## src/rtl/bus_xchg_pkg.sv

```systemverilog
package bus_xchg_pkg;
  typedef struct packed {
    logic takeWide;    // load spill byte from wide read
    logic takeNarrow;  // load spill byte from narrow bus
    logic showWide;    // drive upper wide bits on narrow output
    logic showSpill;   // drive zero-extended spill byte on narrow output
  } xchgStrobes_t;
endpackage

```

## src/rtl/bus_xchg_ctrl.sv

```systemverilog
module bus_xchg_ctrl
  import bus_xchg_pkg::*;
(
  input  logic         pmRdEn,
  input  logic         pxWrEn,
  input  logic         pxRdEn,
  output xchgStrobes_t strobes
);
  always_comb begin
    strobes            = '0;
    strobes.takeWide   = pmRdEn;
    strobes.takeNarrow = pxWrEn & ~pmRdEn;
    strobes.showWide   = pmRdEn;
    strobes.showSpill  = pxRdEn & ~pmRdEn;
  end
endmodule

```

## src/rtl/bus_xchg_dp.sv

```systemverilog
module bus_xchg_dp
  import bus_xchg_pkg::*;
#(
  parameter int WIDE_W   = 24,
  parameter int NARROW_W = 16,
  localparam int SPILL_W = WIDE_W - NARROW_W
) (
  input  logic                clk,
  input  logic                rstN,
  input  xchgStrobes_t        strobes,
  input  logic [WIDE_W-1:0]   pmRdData,
  input  logic [NARROW_W-1:0] narrowIn,
  output logic [NARROW_W-1:0] narrowOut,
  output logic [WIDE_W-1:0]   pmWrData,
  output logic [SPILL_W-1:0]  spillQ
);
  always_ff @(posedge clk or negedge rstN) begin
    if (!rstN)                   spillQ <= '0;
    else if (strobes.takeWide)   spillQ <= pmRdData[SPILL_W-1:0];
    else if (strobes.takeNarrow) spillQ <= narrowIn[SPILL_W-1:0];
  end

  always_comb begin
    if (strobes.showWide)       narrowOut = pmRdData[WIDE_W-1:SPILL_W];
    else if (strobes.showSpill) narrowOut = {{(NARROW_W-SPILL_W){1'b0}}, spillQ};
    else                        narrowOut = '0;
  end

  assign pmWrData = {narrowIn, spillQ};
endmodule

```

## src/rtl/bus_xchg.sv

```systemverilog
module bus_xchg
  import bus_xchg_pkg::*;
#(
  parameter int WIDE_W   = 24,
  parameter int NARROW_W = 16
) (
  input  logic                clk,
  input  logic                rstN,
  input  logic                pmRdEn,
  input  logic [WIDE_W-1:0]   pmRdData,
  input  logic                pxWrEn,
  input  logic                pxRdEn,
  input  logic [NARROW_W-1:0] narrowIn,
  output logic [NARROW_W-1:0] narrowOut,
  output logic [WIDE_W-1:0]   pmWrData
);
  localparam int SPILL_W = WIDE_W - NARROW_W;

  xchgStrobes_t       strobes;
  logic [SPILL_W-1:0] spillQ;

  bus_xchg_ctrl uCtrl (
    .pmRdEn (pmRdEn),
    .pxWrEn (pxWrEn),
    .pxRdEn (pxRdEn),
    .strobes(strobes)
  );

  bus_xchg_dp #(.WIDE_W(WIDE_W), .NARROW_W(NARROW_W)) uDp (
    .clk      (clk),
    .rstN     (rstN),
    .strobes  (strobes),
    .pmRdData (pmRdData),
    .narrowIn (narrowIn),
    .narrowOut(narrowOut),
    .pmWrData (pmWrData),
    .spillQ   (spillQ)
  );
endmodule

```

## config.mk

```make
export PLATFORM = sky130hd
export DESIGN_NAME = bus_xchg
export DESIGN_NICKNAME = d
export VERILOG_FILES = /design/src/rtl/bus_xchg_pkg.sv /design/src/rtl/bus_xchg_ctrl.sv /design/src/rtl/bus_xchg_dp.sv /design/src/rtl/bus_xchg.sv
export SDC_FILE = /design/constraint.sdc
export NUM_CORES = 1
export LEC_CHECK = 0
export BUFFER_PORTS_ARGS = -buffer_cell sky130_fd_sc_hd__buf_2
export CELL_PAD_IN_SITES_DETAIL_PLACEMENT = 0
export CELL_PAD_IN_SITES_GLOBAL_PLACEMENT = 2
export CORE_ASPECT_RATIO = 1.2
export CORE_MARGIN = 3
export CORE_UTILIZATION = 13
export DETAILED_ROUTE_END_ITERATION = 16
export PLACE_DENSITY = 0.84
export SLEW_MARGIN = 20
export SYNTH_ARGS = -nofsm -noshare
export SYNTH_HDL_FRONTEND = slang
export SYNTH_SLANG_ARGS = --single-unit
```

## constraint.sdc

```tcl
create_clock -name clk -period 0.8 [get_ports clk]
set_input_delay 0.08 -clock clk [delete_from_list [all_inputs] [get_ports clk]]
set_output_delay 0.08 -clock clk [all_outputs]
set_load 0.02 [all_outputs]
```

* Word-level counts from Yosys, hierarchy flattened *
Index checks and enable logic that the tools add are counted.

cells by class
  mux-type cells = 4
  bitwise operators = 3
  reductions and logical operators = 1

operators by type and width
  operator            count
  2-to-1 mux 8 bit    3
  2-to-1 mux 16 bit   1
  AND 1 bit           2
  nonzero test 2 bit  1
  inverter 1 bit      1

word-level totals
  bits in registers = 8
  input bits = 45
  output and inout port bits = 40
  word-level logic and storage cells = 9

* Logic depth before layout (Yosys ltp) *
  word-level depth = 4
  gate-level depth with buffers = 3
  gate-level depth less buffers = 2

* Modules after synthesis *
A second synthesis with hierarchy kept.

unflattened totals
  cell total of the unflattened synthesis = 84
  area total of the unflattened synthesis = 739.5 µm²

modules (own cells, without submodules)
  module         times used  cells an instance  area an instance (µm²)  sequential area each (µm²)
  bus_xchg_dp    1           80                 711.9                   200.2
  bus_xchg_ctrl  1           4                  27.5                    0.0

* Worst setup path before layout *
Ideal clock, no wire load.

  path type = reg2out
  from = register uDp.spillQ[0]
  to = output port narrowOut[0]
  data arrival time = 0.738 ns
  data required time = 0.720 ns
  setup slack = -0.018 ns
  stages on the path, launching flop included = 2
  path buffers = 0
  path through = dfrtp_1 > a22o_1

between the ends
  cells in the longest elaborated chain, start to end = 2

RTL lines
  item                      line               source
  start: declaration        bus_xchg_dp.sv:15  output logic [SPILL_W-1:0] spillQ
  start signal: assignment  bus_xchg_dp.sv:19  else if (strobes.takeWide) spillQ <= pmRdData[SPILL_W-1:0];
  start signal: assignment  bus_xchg_dp.sv:20  else if (strobes.takeNarrow) spillQ <= narrowIn[SPILL_W-1:0];
  2-to-1 mux 8 bit          bus_xchg_dp.sv:25  else if (strobes.showSpill) narrowOut = {{(NARROW_W-SPILL_W){1'b0}}, spillQ};
  2-to-1 mux 16 bit         bus_xchg_dp.sv:24  if (strobes.showWide) narrowOut = pmRdData[WIDE_W-1:SPILL_W];
  end: declaration          bus_xchg.sv:14     output logic [NARROW_W-1:0] narrowOut,

No other way between the ends.

* Worst setup path after layout *
  from = register uDp.spillQ[5]
  to = output port narrowOut[5]

The elaborated chain is that of the path after synthesis.

==> reports/metrics.json <==
{
  "design.die.area_um2": 5670,
  "detailed_place.area_um2": 925,
  "yosysWarningCount": 0,
  "core_area_um2": 4630,
  "final_layout_size_suffix_gt1_share_pct": 63.6,
  "cts.sink_count": 8,
  "drt_first_iter_violations": 5,
  "grt_pass1_wl_mm": 3.37,
  "numCtsBuffers": 3,
  "grt_antenna_before_repair": 0,
  "all_layer_gr_usage_pct": 7.74,
  "syn2layout_area_growth_pct": 89.6,
  "post_synth_main_area_contributors": "sky130_fd_sc_hd__dfrtp_1 32%, sky130_fd_sc_hd__buf_4 20%, sky130_fd_sc_hd__mux2i_1 13%",
  "hold_path.class": "primary input to flop",
  "critPathMaxFanout": 3,
  "post_synth_and_or_nand_nor_area_fraction_pct": 13.8,
  "yosys.cell_types.count": 10,
  "vias": 726,
  "fmax_ghz": 0.956,
  "synthesis.instances": 70,
  "rsz0062_at_grt": "yes",
  "report.power.total_mw": 1.66,
  "synth_compound_area_share_pct": 17.6,
  "drt_drc_violations_left": 0,
  "finalSetupViolations": 20,
  "power_per_cell_area_nw_per_um2": 1400,
  "floorplan.initialDensity_pct": 13.5,
  "globalRouteOverflowTotal": 0,
  "ant_nets": 0,
  "post_layout_nonfiller_instances": 187,
  "number_of_nets_in_the_layout": 176,
  "p_sw_uw": 519,
  "cts_tree": "done",
  "worst-setup-path-type": "flop to primary output",
  "wire_per_inst_um": 12.1,
  "run_status": "finished, violations left",
  "layout_worst_path_cycle_share_pct": 131,
  "detail_route.vias_per_cell": 3.88,
  "synth.cell_area_um2": 624,
  "grt_pass1_vias": 701,
  "critPathRequiredTime_ns": 0.72,
  "postLayoutSetupSlackWorst_ns": -0.246,
  "gp_congestion": 0.642,
  "synth_top_area_share_pct": 32.1,
  "seqPwrFrac_pct": 28.7,
  "flip_flop_count_of_the_largest_register_after_layout": 8,
  "yosys.area.top_type": "sky130_fd_sc_hd__dfrtp_1",
  "failing_checks": "negative setup slack",
  "synth_top_family_by_area": "buffers and inverters",
  "final.hold.worst_slack_ns": 0.0600,
  "multiInputGateArea_um2": 300,
  "report.final.hold_viol_count": 0,
  "tns_ns": -2.69,
  "worst_setup_path_end_kind": "primary output",
  "finalCoreUtilization_pct": 25.6,
  "synth_area_per_cell_um2": 8.92,
  "leakage_power_total_nw": 0.624,
  "worst_slew_margin_rel_pct": 83.0,
  "wirelength_mm": 2.26,
  "place_ws_ns": -0.467,
  "internal-power_mw": 1.14,
  "ctsLongestPathBuffers": 2,
  "startpoint_type": "flop",
  "fin_skew_ns": 0,
  "drv.max_cap_violation_count": 0,
  "flip_flop_and_latch_area_um2": 200,
  "timing_worst_slew_pin_value_ns": 0.254,
  "synth_seq_cells": 8,
  "floorplan.io_pins": 85,
  "die-height_um": 81.9,
  "clock_slew_at_reported_path_ffs_ns": 0.04,
  "placement_rows": 27,
  "final_std_cell_area_no_fill_um2": 1180,
  "synth_adder_area_share_pct": 0,
  "critPathArrivalTime_ns": 0.97,
  "grt_start_max_net_pins": 33,
  "yosys-mux-area-fraction_pct": 12.8,
  "die_width_um": 69.3,
  "pwr-share-clk_pct": 28.9,
  "finalWorstPathRequiredPeriod_ns": 1.05,
  "dpl.cell_count": 178,
  "number_of_buffers_added_on_ports": 68,
  "sw_frac_of_total_pct": 31.3,
  "regMostFlops": "uDp.spillQ",
  "p_comb_share_pct": 42.4,
  "n_fill_cell": 499,
  "timing.final.max_slew_violations": 0,
  "synthXorXnorAreaFrac_pct": 0,
  "cts_htree_levels": 1,
  "ys_seq_area_share_pct": 32.1,
  "antennaDiodeCount": 0,
  "max-vdd-ir-drop_v": 0.000365,
  "clock_latency_ns": 0.22,
  "clock_tree.root_cell": "sky130_fd_sc_hd__clkbuf_8",
  "synth_nets": 115,
  "drt_pre_antenna_iters": 3,
  "biggestRegsByFlops": "uDp.spillQ (8)"
}
-- worst max-delay path: stages (launching register included) --
cell and delay [ns]:
sky130_fd_sc_hd__dfrtp_1 0.41, sky130_fd_sc_hd__a22o_1 0.20, sky130_fd_sc_hd__buf_6 0.13
-- cells in the mapped netlist --
cell type / instances
sky130_fd_sc_hd__buf_4: 17
sky130_fd_sc_hd__a22o_1: 8
sky130_fd_sc_hd__and2_1: 8
sky130_fd_sc_hd__dfrtp_1: 8
sky130_fd_sc_hd__mux2i_1: 8
sky130_fd_sc_hd__nand2_1: 8
sky130_fd_sc_hd__o21ai_0: 8
sky130_fd_sc_hd__buf_2: 3
sky130_fd_sc_hd__clkbuf_2: 1
sky130_fd_sc_hd__nor2b_1: 1
-- logic make-up (layout without fill, tap and decap cells) --
logic type / count (synthesis) / count (layout)
simple gates: 17 / 17
mux: 8 / 8
buf+inv: 21 / 80
flops: 8 / 8
compound gates: 16 / 16
-- placed cells by master, fill, tap and decap left out, drive strengths merged --
master / Yosys / final
o21ai: 8 / 8
dfrtp: 8 / 8
mux2i: 8 / 8
nor2b: 1 / 1
buf: 20 / 74
and2: 8 / 8
nand2: 8 / 8
clkbuf: 1 / 5
dlygate4sd3: 0 / 1
a22o: 8 / 8
-- per-layer routing --
layer	vias up	track usage (%)	part of all wire (%)
li1	344	-	-
met1	323	8.21	35
met2	55	13.5	53
met5	-	0	0
met4	0	4.30	0.97
met3	4	2.82	11
-- final timing paths --
path / slack (ns) / endpoint / from / cells after the start
hold reg to reg: 0.59 / uDp.spillQ[1]$_DFFE_PN0P_ / uDp.spillQ[1]$_DFFE_PN0P_ / 2
setup reg to reg: -0.03 / uDp.spillQ[3]$_DFFE_PN0P_ / uDp.spillQ[3]$_DFFE_PN0P_ / 3
hold / removal: 0.06 / uDp.spillQ[1]$_DFFE_PN0P_ / pmRdData[1] / 3
setup / recovery: -0.25 / narrowOut[5] / uDp.spillQ[5]$_DFFE_PN0P_ / 2
min in group asynchronous: 0.25 / uDp.spillQ[0]$_DFFE_PN0P_ / rstN / 2
max in group asynchronous: 0.38 / uDp.spillQ[4]$_DFFE_PN0P_ / rstN / 2
-- final cells by class --
type,instances,area share [%]
timing repair buffer,77,48.1
multi-input combinational,41,25.4
sequential,8,16.9
tap,58,6.13
clock buffer,3,3.49
-- what timing repair did --
action                                 4_1_cts  5_1_grt
resized for setup                           33       16
cloned                                       0        1
hold buffers                                 1        0
endpoints found under the hold margin        8        0
pin swaps                                    0        1
setup endpoints to repair                   24       28
buffers inserted                             3        1
-- power by group through the flow --
stage	Combinational (mW)	Sequential, mW	Clock (mW)
final	0.703	0.477	0.480
after global routing	0.759	0.482	0.541
after CTS	0.644	0.476	0.512
after detailed placement	0.523	0.483	0
after global placement	0.518	0.483	0
after floorplan	0.319	0.523	0
Note: power is estimated with default switching activity, not from simulation.
